## src/rtl/gpio_ovr_pkg.sv

```systemverilog
package gpio_ovr_pkg;

    localparam int PORT_W = 8;

    typedef enum logic [1:0] {
        OWN_REG  = 2'd0,
        OWN_CAN  = 2'd1,
        OWN_TWI  = 2'd2,
        OWN_UART = 2'd3
    } pin_owner_e;

    typedef struct packed {
        logic oe;
        logic val;
    } pin_drive_t;

    // Fixed arbitration among peripherals claiming one pin
    function automatic pin_owner_e pick_owner(input logic can_c,
                                              input logic twi_c,
                                              input logic uart_c);
        if (can_c)       return OWN_CAN;
        else if (twi_c)  return OWN_TWI;
        else if (uart_c) return OWN_UART;
        else             return OWN_REG;
    endfunction

endpackage

```

## src/rtl/gpio_ovr_dirreg.sv

```systemverilog
module gpio_ovr_dirreg #(
    parameter int          W    = 8,
    parameter logic [W-1:0] MASK = '1
) (
    input  logic         clk,
    input  logic         rst,
    input  logic         wr_en,
    input  logic [W-1:0] wdata,
    output logic [W-1:0] q
);
    always_ff @(posedge clk) begin
        if (rst)        q <= '0;
        else if (wr_en) q <= wdata & MASK;
    end
endmodule

```

## src/rtl/gpio_ovr_insync.sv

```systemverilog
module gpio_ovr_insync #(
    parameter int          W    = 8,
    parameter logic [W-1:0] MASK = '1
) (
    input  logic         clk,
    input  logic         rst,
    input  logic [W-1:0] d,
    output logic [W-1:0] q
);
    logic [W-1:0] stage1;
    logic [W-1:0] stage2;

    for (genvar b = 0; b < W; b++) begin : g_bit
        if (MASK[b]) begin : g_live
            always_ff @(posedge clk) begin
                if (rst) begin
                    stage1[b] <= 1'b0;
                    stage2[b] <= 1'b0;
                end else begin
                    stage1[b] <= d[b];
                    stage2[b] <= stage1[b];
                end
            end
        end else begin : g_dead
            assign stage1[b] = 1'b0;
            assign stage2[b] = 1'b0;
        end
    end

    assign q = stage2;
endmodule

```

## src/rtl/gpio_ovr_pinmux.sv

```systemverilog
module gpio_ovr_pinmux
    import gpio_ovr_pkg::*;
#(
    parameter int W           = 8,
    parameter int CAN_TX_PIN  = 7,
    parameter int CAN_RX_PIN  = 6,
    parameter int TWI_SCL_PIN = 5,
    parameter int TWI_SDA_PIN = 4,
    parameter int UART_TX_PIN = 1,
    parameter int UART_RX_PIN = 0
) (
    input  logic [W-1:0] dir,
    input  logic [W-1:0] gp_out,
    input  logic         can_en,
    input  logic         can_tx,
    input  logic         twi_en,
    input  logic         twi_scl_low,
    input  logic         twi_sda_low,
    input  logic         uart_en,
    input  logic         uart_tx_en,
    input  logic         uart_rx_en,
    input  logic         uart_tx,
    output logic [W-1:0] oe,
    output logic [W-1:0] out
);
    for (genvar p = 0; p < W; p++) begin : g_pin
        localparam bit IS_CAN_TX  = (p == CAN_TX_PIN);
        localparam bit IS_CAN_RX  = (p == CAN_RX_PIN);
        localparam bit IS_SCL     = (p == TWI_SCL_PIN);
        localparam bit IS_SDA     = (p == TWI_SDA_PIN);
        localparam bit IS_UART_TX = (p == UART_TX_PIN);
        localparam bit IS_UART_RX = (p == UART_RX_PIN);

        logic       can_claim, twi_claim, uart_claim;
        pin_owner_e owner;
        pin_drive_t drv;

        always_comb begin
            can_claim  = can_en && (IS_CAN_TX || IS_CAN_RX);
            twi_claim  = twi_en && (IS_SCL || IS_SDA);
            uart_claim = uart_en && ((uart_tx_en && IS_UART_TX) ||
                                     (uart_rx_en && IS_UART_RX));
            owner = pick_owner(can_claim, twi_claim, uart_claim);

            case (owner)
                OWN_CAN: begin
                    drv.oe  = IS_CAN_TX;
                    drv.val = IS_CAN_TX ? can_tx : 1'b0;
                end
                OWN_TWI: begin
                    drv.oe  = IS_SCL ? twi_scl_low : twi_sda_low;
                    drv.val = 1'b0;
                end
                OWN_UART: begin
                    drv.oe  = uart_tx_en && IS_UART_TX;
                    drv.val = (uart_tx_en && IS_UART_TX) ? uart_tx : 1'b0;
                end
                default: begin
                    drv.oe  = dir[p];
                    drv.val = dir[p] ? gp_out[p] : 1'b0;
                end
            endcase
        end

        assign oe[p]  = drv.oe;
        assign out[p] = drv.val;
    end
endmodule

```

## src/rtl/gpio_ovr_port.sv

```systemverilog
module gpio_ovr_port
    import gpio_ovr_pkg::*;
#(
    parameter int                W           = PORT_W,
    parameter logic [PORT_W-1:0] IMPL_MASK   = 8'hF7,
    parameter int                CAN_TX_PIN  = 7,
    parameter int                CAN_RX_PIN  = 6,
    parameter int                TWI_SCL_PIN = 5,
    parameter int                TWI_SDA_PIN = 4,
    parameter int                UART_TX_PIN = 1,
    parameter int                UART_RX_PIN = 0
) (
    input  logic         clk,
    input  logic         rst,
    input  logic         bus_sel,
    input  logic         bus_rd,
    input  logic         bus_wr,
    input  logic [W-1:0] bus_wdata,
    output logic [W-1:0] bus_rdata,
    input  logic [W-1:0] gpio_dout,
    input  logic [W-1:0] pin_in,
    output logic [W-1:0] pin_oe,
    output logic [W-1:0] pin_out,
    input  logic         can_en,
    input  logic         can_tx,
    input  logic         twi_en,
    input  logic         twi_scl_low,
    input  logic         twi_sda_low,
    input  logic         uart_en,
    input  logic         uart_tx_en,
    input  logic         uart_rx_en,
    input  logic         uart_tx
);
    localparam logic SEL_DIR  = 1'b0;
    localparam logic SEL_STAT = 1'b1;

    logic [W-1:0] dir_q;
    logic [W-1:0] in_q;
    logic         dir_wr;

    assign dir_wr = bus_wr && (bus_sel == SEL_DIR);

    gpio_ovr_dirreg #(.W(W), .MASK(IMPL_MASK)) u_dir (
        .clk   (clk),
        .rst   (rst),
        .wr_en (dir_wr),
        .wdata (bus_wdata),
        .q     (dir_q)
    );

    gpio_ovr_insync #(.W(W), .MASK(IMPL_MASK)) u_sync (
        .clk (clk),
        .rst (rst),
        .d   (pin_in),
        .q   (in_q)
    );

    gpio_ovr_pinmux #(
        .W(W), .CAN_TX_PIN(CAN_TX_PIN), .CAN_RX_PIN(CAN_RX_PIN),
        .TWI_SCL_PIN(TWI_SCL_PIN), .TWI_SDA_PIN(TWI_SDA_PIN),
        .UART_TX_PIN(UART_TX_PIN), .UART_RX_PIN(UART_RX_PIN)
    ) u_mux (
        .dir         (dir_q),
        .gp_out      (gpio_dout),
        .can_en      (can_en),
        .can_tx      (can_tx),
        .twi_en      (twi_en),
        .twi_scl_low (twi_scl_low),
        .twi_sda_low (twi_sda_low),
        .uart_en     (uart_en),
        .uart_tx_en  (uart_tx_en),
        .uart_rx_en  (uart_rx_en),
        .uart_tx     (uart_tx),
        .oe          (pin_oe),
        .out         (pin_out)
    );

    always_comb begin
        bus_rdata = '0;
        if (bus_rd) bus_rdata = (bus_sel == SEL_STAT) ? in_q : dir_q;
    end
endmodule

```

## config.mk

```make
export PLATFORM = sky130hd
export DESIGN_NAME = gpio_ovr_port
export DESIGN_NICKNAME = d
export VERILOG_FILES = /design/src/rtl/gpio_ovr_pkg.sv /design/src/rtl/gpio_ovr_dirreg.sv /design/src/rtl/gpio_ovr_insync.sv /design/src/rtl/gpio_ovr_pinmux.sv /design/src/rtl/gpio_ovr_port.sv
export SDC_FILE = /design/constraint.sdc
export NUM_CORES = 1
export LEC_CHECK = 0
export BUFFER_PORTS_ARGS = -buffer_cell sky130_fd_sc_hd__buf_2
export CORE_ASPECT_RATIO = 1.25
export CORE_MARGIN = 3
export CORE_UTILIZATION = 44
export DETAILED_ROUTE_END_ITERATION = 7
export GPL_ROUTABILITY_DRIVEN = 0
export PLACE_DENSITY_LB_ADDON = 0.3
export SYNTH_ARGS = -nofsm -noshare
export SYNTH_HDL_FRONTEND = slang
export SYNTH_SLANG_ARGS = --single-unit
```

## constraint.sdc

```tcl
create_clock -name clk -period 1.9 [get_ports clk]
set_clock_uncertainty 0.1 [all_clocks]
set_input_delay 0.285 -clock clk [delete_from_list [all_inputs] [get_ports clk]]
set_output_delay 0.285 -clock clk [all_outputs]
set_load 0.02 [all_outputs]
```

==> results of run 1 <==
==> routing by layer <==
layer | GRT usage (%) | up-vias | part of all wire [%] | wire length, um
met1 | 16.6 | 350 | 41 | 759
met5 | 0 | - | 0 | 0
li1 | - | 422 | - | -
met3 | 3.67 | 2 | 7.7 | 142
met4 | 5.77 | 0 | 0.81 | 15
met2 | 21.7 | 31 | 51 | 938
==> flip-flops by register name, summed over array words and instances, names as in the netlist <==
name           flops
u_dir.q            7
u_sync.q           7
u_sync.stage1      7
==> critical path: cells and delay by family, from the launching register on <==
kind                   cells  cell delay (ps)
and+or+nand+nor            1              140
AOI/OAI and AO/OA          1              180
DFF                        1              370
buffers and inverters      1              160
==> Yosys cell counts <==
cell       count  share of area [%]
nor2b_1       22                 14
dfxtp_1       21                 44
nand2b_1       8                5.2
mux2i_1        7                7.3
nand4bb_1      7                8.2
o21ai_1        7                3.6
buf_4          4                3.1
and2_1         3                1.9
nand2_1        3                1.2
and3b_1        2                1.8
buf_2          2                1.0
mux2_2         2                2.3
a21boi_1       1               0.78
a31o_1         1               0.91
and3_1         1               0.65
buf_6          1                1.2
conb_1         1               0.39
nor2b_4        1                1.4
o21ai_0        1               0.52
or2_2          1               0.65
==> stage by stage <==
stage | area [um^2] | total power [mW] | worst slack (ps) | utilization, % | hold WS [ps]
3_5_place_dp | 1220 | 0.631 | 469 | 60.2 | 324
5_1_grt | 1250 | 0.864 | 288 | 61.5 | 92.5
2_1_floorplan | 972 | 0.574 | 486 | - | 313
6_report | 1250 | 0.818 | 386 | 61.5 | 94.7
3_3_place_gp | 1220 | 0.626 | 477 | 60.2 | 317
4_1_cts | 1250 | 0.835 | 364 | 61.5 | 84.8
==> cell families (layout without fill, tap and decap cells) <==
family,after synthesis,in the layout,share of synthesized area [%]
AND/OR/NAND/NOR,48,48,35.3
flip-flops,21,21,43.6
AO/OA/AOI/OAI,10,10,5.84
multiplexers,9,9,9.60
buffers and inverters,7,59,5.32
other,1,3,0.389
==> power by group <==
group	internal, mW	leakage [nW]	total [mW]	switching [mW]
clock network	0.0816	0.0150	0.200	0.118
logic	0.0731	0.436	0.148	0.0748
registers	0.461	0.173	0.470	0.00914
==> final cells by class <==
cell class              count  area [um^2]
fillers                   189          779
multi-input cells          70          500
flip-flops and latches     21          420
repair buffers             55          275
clock buffers               4         26.3
well taps                  20         25.0
==> cell usage in the layout (no fill, tap or decap), drive strengths merged <==
cell / synthesis / layout
buf: 7 / 55
nor2b: 23 / 23
dfxtp: 21 / 21
nand2b: 8 / 8
o21ai: 8 / 8
mux2i: 7 / 7
nand4bb: 7 / 7
clkbuf: 0 / 4
nand2: 3 / 3
and2: 3 / 3
conb: 1 / 3
and3b: 2 / 2
mux2: 2 / 2
and3: 1 / 1
a31o: 1 / 1
or2: 1 / 1
a21boi: 1 / 1
==> final timing paths <==
kind	from	end	slack (ps)	cells after the start
max reg2reg	u_dir.q[5]$_SDFFE_PP0P_	u_dir.q[5]$_SDFFE_PP0P_	1150	2
min reg2reg	u_sync.stage1[6]$_SDFF_PP0_	u_sync.q[6]$_SDFF_PP0_	340	1
max	u_dir.q[0]$_SDFFE_PP0P_	pin_out[0]	390	3
min	pin_in[7]	u_sync.stage1[7]$_SDFF_PP0_	90	2
==> reports/qor.yml, run 1 <==
timing:
  rsz0062_at_grt: "no"
  fin_setup_tns_ps: 0
  drv_slew: 0
  hold_viol: 0
  period_share_pct: 79.7
  setup_viol: 0
  fmax_mhz: 660
  min_period_ps: 1510
routing:
  via_per_inst: 4.74
  drc_errors: 0
  firstDrtPassIters: 4
  wl_per_cell_um: 10.9
  wl_um: 1860
  antenna_left: 0
  dr_total_vias: 805
  drt_iter0_markers: 2
pwr:
  p_per_area_nw_per_um2: 656
  p_leak_nw: 0.624
  peakVddDrop_uv: 490
worst_setup_path:
  critPathMaxStageDelay_ps: 370
  arrival_ps: 1130
  critPathLaunchType: "register"
  slowest_stage: "dfxtp_1"
  required_ps: 1510
  worstSetupPathType: "reg2out"
  path_cells: "a21boi_1 -> and2_1 -> buf_2"
  path_max_fanout: 3
  crit_path_end_kind: "output pin"
global_route:
  grt_overflow: 0
  grt_max_degree: 29
  antenna_found_initial: 0
  grt_pass1_vias: 674
  grt_usage_pct: 13.6
  grt_pass1_wl_um: 2740
placement:
  hpwl_um: 1480
  numPortBuffers: 55
  dp.cells: 166
die:
  core_um2: 2030
  rows: 18
  fp.dieH_um: 58.4
  die_w_um: 47.9
  dieArea_um2: 2790
  start_util_pct: 47.6
  ios: 62
clocking:
  cts_tree: "built"
  ctsHoldBuffers: 0
  clockBufferDepth: 2
  postCtsSetupRepairBufs: 0
  path_clk_slew_ps: 100
  clock_latency_ps: 290
  cts_buffers: 3
  cts-root-buf: "clkbuf_4"
  htreeDepth: 1
  cts-resized-gates: 0
  cts_num_sinks: 21
finish:
  drive_gt1_share_pct: 41.3
  final_nets: 189
  diodes: 0
  syn2layout_area_growth_pct: 29.3
  finalNonFillerCells: 170
run:
  cap_violations: 0
logic_synthesis:
  synth_cell_types: 20
  synth_area_per_cell_um2: 10.0
  seq_area_frac_synth_pct: 43.6
  syn-instance-count: 96
  ys_ff_latch: 21
  netlist_area_um2: 965
  yosysWarnings: 0
hold_path:
  hold_path.class: "in2reg"
run_status:
  status: "completed"
Note: power is estimated with default switching activity, not from simulation.
==> run 2, diff against run 1 <==
--- a/config.mk
+++ b/config.mk
@@ -8,7 +8,7 @@
 export BUFFER_PORTS_ARGS = -buffer_cell sky130_fd_sc_hd__buf_2
 export CORE_ASPECT_RATIO = 1.25
 export CORE_MARGIN = 3
-export CORE_UTILIZATION = 44
+export CORE_UTILIZATION = 41
 export DETAILED_ROUTE_END_ITERATION = 7
 export GPL_ROUTABILITY_DRIVEN = 0
 export PLACE_DENSITY_LB_ADDON = 0.3
==> constraint.sdc (replaced) <==
create_clock -name clk -period 1.5 [get_ports clk]
set_clock_uncertainty 0.1 [all_clocks]
set_input_delay 0.225 -clock clk [delete_from_list [all_inputs] [get_ports clk]]
set_output_delay 0.225 -clock clk [all_outputs]
set_load 0.02 [all_outputs]
==> run 2 against run 1 <==
Non-clock buffer count did not move. Sequential power rose by 27%. Worst hold slack got worse by 55 ps. Cell count up 6.5%. Worst setup slack lost 300 ps. Utilization shrank 4.0 points. Power grew 27%. First-iteration DRC count rose to 3.0 times the previous value. Die area rose by 6.5%. Wire length increased by 2.9%. Flip-flop and latch count stayed put. Largest cell class unchanged.
==> reports/qor.yml, run 2 (synthesis gave the netlist of run 1 again) <==
die:
  die_w_um: 49.4  # +3.1%
  fp.dieH_um: 60.2  # +3.2%
  start_util_pct: 43.6  # -4.0 points
  core_um2: 2210  # +9.1%
  dieArea_um2: 2970  # +6.5%
  ios: 62  # unchanged
  rows: 19  # +1
worst_setup_path:
  arrival_ps: 1090  # -40 ps
  worstSetupPathType: "reg2out"
  critPathLaunchType: "register"
  path_max_fanout: 3  # unchanged
  required_ps: 1170  # -340 ps
  crit_path_end_kind: "output pin"
  reg2regPathDepth: 2  # unchanged
global_route:
  grtUsageMet3_pct: 3.74  # +0.071 points
  grt_pass1_vias: 696  # +3.3%
  grt_max_degree: 29  # unchanged
  grt_usage_pct: 12.4  # -1.2 points
  grt.busiest_layer: "met2"
  grt_use_met2_pct: 21.1  # -0.67 points
  antenna_found_initial: 0  # unchanged
  grt_overflow: 0  # unchanged
  grt_pass1_wl_um: 2870  # +4.8%
  grtUsageMet1_pct: 14.9  # -1.7 points
pwr:
  p_leak_nw: 0.625  # +0.24%
  p_per_area_nw_per_um2: 817  # +25%
  peakVddDrop_uv: 580  # +18%
timing:
  fmax_mhz: 707
  hold_viol: 0  # unchanged
  period_share_pct: 94.3
  worst_slack_ps: 85.7  # -300 ps
  rsz0062_at_grt: "yes"
  min_period_ps: 1410
  setup_viol: 0  # unchanged
  drv_slew: 0  # unchanged
finish:
  final_common_cell: "buf_2"
  reg.largest.list: "u_dir.q: 7 flops, u_sync.q: 7 flops, u_sync.stage1: 7 flops"
  syn2layout_area_growth_pct: 31.8
  final_cell_mix: "buf_2 (54), nor2b_1 (22), dfxtp_1 (18)"
  design_area_um2: 1270  # +1.9%
  diodes: 0  # unchanged
  final_core_util_pct: 57.5  # -4.0 points
  drive_gt1_share_pct: 44.0  # +2.7 points
  final_nets: 189  # unchanged
clocking:
  postCtsSetupRepairBufs: 0  # unchanged
  cts-resized-gates: 0  # unchanged
  cts_num_sinks: 21  # unchanged
  clockBufferDepth: 2  # unchanged
  ctsHoldBuffers: 0  # unchanged
  cts-root-buf: "clkbuf_4"
  cts_tree: "built"
  clock_latency_ps: 280  # about the same
  cts_buffers: 3  # unchanged
  htreeDepth: 1  # unchanged
  path_clk_slew_ps: 100  # about the same
placement:
  place_area_um2: 1230  # +1.1%
  hpwl_um: 1470  # -0.72%
  numPortBuffers: 55  # unchanged
  pre_cts_ws_ps: 185  # -284 ps
routing:
  dr_total_vias: 840  # +4.3%
  drc_errors: 0  # unchanged
  wl_um: 1910  # +2.9%
  drt_iter0_markers: 6  # +4
  via_per_inst: 4.64  # -2.0%
  wl_per_cell_um: 10.5  # -3.4%
  firstDrtPassIters: 4  # unchanged
  antenna_left: 0  # unchanged
run_status:
  status: "completed"
hold_path:
  hold_path.class: "in2reg"
  holdPathStages: 2  # unchanged
run:
  cap_violations: 0  # unchanged
run 2: cell counts in the layout (fill, tap and decap cells not counted):
Identical to the previous run, type by type.
run 2: critical path, stage by stage (launching register included):
cell and delay [ps]:
dfxtp_2 350, a21boi_2 160, and2_1 140, buf_2 160
run 2: layout make-up:
cell class,count,area (um^2)
fillers,208,940
clock buffers,4,26.3
flip-flops and latches,21,424
repair buffers,55,278
multi-input cells,70,504
well taps,31,38.8
run 2: per-layer routing:
layer / up-vias / part of all wire, %
met1: 375 / 40
li1: 425 / -
met4: 0 / 0.63
met2: 38 / 50
met3: 2 / 9.2
met5: - / 0
run 2: worst paths after layout:
path                                     from                     endpoint  slack (ps)
hold / removal                      pin_in[0]  u_sync.stage1[0]$_SDFF_PP0_          40
hold reg to reg   u_sync.stage1[1]$_SDFF_PP0_       u_sync.q[1]$_SDFF_PP0_         340
setup reg to reg      u_dir.q[5]$_SDFFE_PP0P_      u_dir.q[5]$_SDFFE_PP0P_         770
setup / recovery      u_dir.q[0]$_SDFFE_PP0P_                   pin_out[0]          90
run 2: stage by stage:
step / power [mW] / hold WS (ps) / cells / setup TNS (ps)
6_report: 1.04 / 39.6 / 181 / 0
5_1_grt: 1.10 / 25.5 / 181 / -15.1
3_3_place_gp: 0.794 / 317 / 177 / 0
4_1_cts: 1.05 / 27.6 / 181 / 0
3_5_place_dp: 0.798 / 320 / 177 / 0
2_1_floorplan: 0.727 / 253 / 98 / 0
run 2: power by group:
group | switching (mW) | internal, mW | total, mW | leakage, nW
Sequential | 0.0116 | 0.585 | 0.596 | 0.174
Clock | 0.149 | 0.103 | 0.252 | 0.0150
Combinational | 0.0966 | 0.0936 | 0.190 | 0.436
Total | 0.257 | 0.781 | 1.04 | 0.625
==> run 3, diff against run 2 <==
--- a/config.mk
+++ b/config.mk
@@ -8,7 +8,7 @@
 export BUFFER_PORTS_ARGS = -buffer_cell sky130_fd_sc_hd__buf_2
 export CORE_ASPECT_RATIO = 1.25
 export CORE_MARGIN = 3
-export CORE_UTILIZATION = 41
+export CORE_UTILIZATION = 37
 export DETAILED_ROUTE_END_ITERATION = 7
 export GPL_ROUTABILITY_DRIVEN = 0
 export PLACE_DENSITY_LB_ADDON = 0.3
==> constraint.sdc (replaced) <==
create_clock -name clk -period 1.3 [get_ports clk]
set_clock_uncertainty 0.1 [all_clocks]
set_input_delay 0.195 -clock clk [delete_from_list [all_inputs] [get_ports clk]]
set_output_delay 0.195 -clock clk [all_outputs]
set_load 0.02 [all_outputs]
==> run 3 against run 2 <==
The flow now finishes with violations (setup timing). Worst setup slack worse by 140 ps. Utilization down 1.5 points. Design area up 8.0%. Via count down 2.1%. Cell count up 2.2%. Sequential share of layout area down 2.1 points. Clock-buffer cell count unchanged. Critical path depth unchanged. Non-clock buffer count up 2. Register-to-register slack worse by 190 ps. Worst hold slack worse by 35 ps.
==> reports/qor.yml, run 3 (synthesis gave the netlist of run 1 again) <==
placement:
  place_area_um2: 1250  # +1.1%
  numPortBuffers: 55  # unchanged
  pre_cts_ws_ps: 35.5  # -149 ps
  hpwl_um: 1520  # +3.2%
clocking:
  cts_buffers: 3  # unchanged
  htreeDepth: 1  # unchanged
  path_clk_slew_ps: 100  # about the same
  cts_tree: "built"
  cts-root-buf: "clkbuf_4"
  clockBufferDepth: 2  # unchanged
  clock_latency_ps: 290  # about the same
  postCtsSetupRepairBufs: 0  # unchanged
  cts_num_sinks: 21  # unchanged
hold_path:
  min_from: "pin_in[6]"
  min_to: "u_sync.stage1[6]$_SDFF_PP0_"
  hold_path.class: "in2reg"
  holdPathStages: 2  # unchanged
timing:
  drv_slew: 0  # unchanged
  min_period_ps: 1350
  worst_slack_ps: -50.2  # -136 ps
  hold_viol: 0  # unchanged
  setup_viol: 7  # +7
  period_share_pct: 104
  fmax_mhz: 741
  rsz0062_at_grt: "yes"
  hold_ws_ps: 4.88  # -34.7 ps
worst_setup_path:
  arrival_ps: 1060  # -30 ps
  critPathLaunchType: "register"
  crit_path_end_kind: "output pin"
  r2r_start: "u_dir.q[2]$_SDFFE_PP0P_"
  worstSetupPathType: "reg2out"
  startpoint: "u_dir.q[0]$_SDFFE_PP0P_"
  path_max_fanout: 3  # unchanged
  critPathMaxStageDelay_ps: 350  # about the same
  required_ps: 1000  # -170 ps
  r2r_end: "u_dir.q[2]$_SDFFE_PP0P_"
  slowest_stage: "dfxtp_2"
  path_cells: "a21boi_2 -> and2_1 -> buf_6"
  r2r_slack_ps: 580  # -190 ps
  reg2regPathDepth: 2  # unchanged
global_route:
  antenna_found_initial: 0  # unchanged
  grt_pass1_wl_um: 3120  # +8.6%
  grt_max_degree: 16  # -45%
  grt_usage_pct: 12.3  # -0.14 points
  grt_overflow: 0  # unchanged
  grt_pass1_vias: 784  # +13%
run:
  cap_violations: 0  # unchanged
die:
  start_util_pct: 39.3  # -4.3 points
  fp.dieH_um: 63.1  # +4.7%
  dieArea_um2: 3260  # +9.6%
  die_w_um: 51.7  # +4.6%
  rows: 20  # +1
  ios: 62  # unchanged
  core_um2: 2450  # +11%
finish:
  final-seq-area_um2: 429  # +1.2%
  syn2layout_area_growth_pct: 42.3
  final_cell_mix: "buf_2 (39), nor2b_1 (21), dfxtp_1 (14)"
  final_nets: 191  # +1.1%
  diodes: 0  # unchanged
  design_area_um2: 1370  # +8.0%
  num-fill-cells: 221  # +6.3%
  final_common_cell: "buf_2"
  drive_gt1_share_pct: 48.0  # +4.0 points
  reg.largest.list: "u_dir.q: 7 flops, u_sync.q: 7 flops, u_sync.stage1: 7 flops"
  multi_input_area_um2: 517  # +2.5%
routing:
  drt_iter0_markers: 10  # +4
  via_per_inst: 4.44  # -4.3%
  wl_um: 2010  # +5.6%
  drc_errors: 0  # unchanged
  antenna_left: 0  # unchanged
  firstDrtPassIters: 4  # unchanged
  wl_per_cell_um: 10.9  # +3.3%
  dr_total_vias: 822  # -2.1%
run_status:
  violations: "setup timing"
  status: "complete, but fails checks"
pwr:
  p_leak_nw: 0.647  # +3.4%
  power_mw: 1.23  # +18%
  p_per_area_nw_per_um2: 896  # +9.6%
  peakVddDrop_uv: 632  # +9.0%
[run 3: cell count changes in the layout (fill, tap and decap cells not counted), sizes merged]
cell and change:
buf +1, dlygate4sd3 +1
[run 3: layout make-up]
class / count / share of cell area, %
well taps: 33 / 3.01
multi-input cells: 70 / 37.6
repair buffers: 57 / 26.2
flip-flops and latches: 21 / 31.3
clock buffers: 4 / 1.91
[run 3: per-layer routing]
layer  vias up  track usage [%]  share of wire, %
li1        427                -                 -
met1       366             11.2                35
met2        27             24.0                56
met3         2             4.26               7.6
met4         0             3.93              0.74
met5         -                0                 0
[run 3: critical path: cells and delay by family (launching register included)]
kind,cells,cell delay [ps]
AOI/OAI and AO/OA,1,150
and+or+nand+nor,1,150
DFF,1,350
buffers and inverters,1,120
[run 3: per-stage QoR]
| stage | TNS (ps) | util, % | std cells |
|---|---|---|---|
| 6_report | -159 | 56.0 | 185 |
| 5_1_grt | -839 | 56.0 | 185 |
| 4_1_cts | -217 | 55.1 | 185 |
| 3_5_place_dp | 0 | 50.9 | 180 |
| 3_3_place_gp | 0 | 50.9 | 180 |
| 2_1_floorplan | 0 | - | 98 |
[run 3: worst max path at each step]
stage                    to  slack, ps  cells past startpoint
2_1_floorplan    pin_out[6]         20                      2
3_3_place_gp   bus_rdata[6]         60                      4
3_5_place_dp   bus_rdata[6]         40                      4
4_1_cts          pin_out[0]        -70                      3
5_1_grt          pin_out[0]       -120                      3
6_report         pin_out[0]        -50                      3
[run 3: report_power, final]
part           switching [mW]  internal, mW
Clock                   0.173         0.119
Combinational           0.117         0.130
Sequential             0.0138         0.676
Total                   0.304         0.925
[run 3: repair_timing]
action,4_1_cts,5_1_grt
hold buffers,1,0
pin swaps,3,2
gates resized for setup,26,8
endpoints found under the hold margin,1,0
endpoints found under the setup margin,16,17
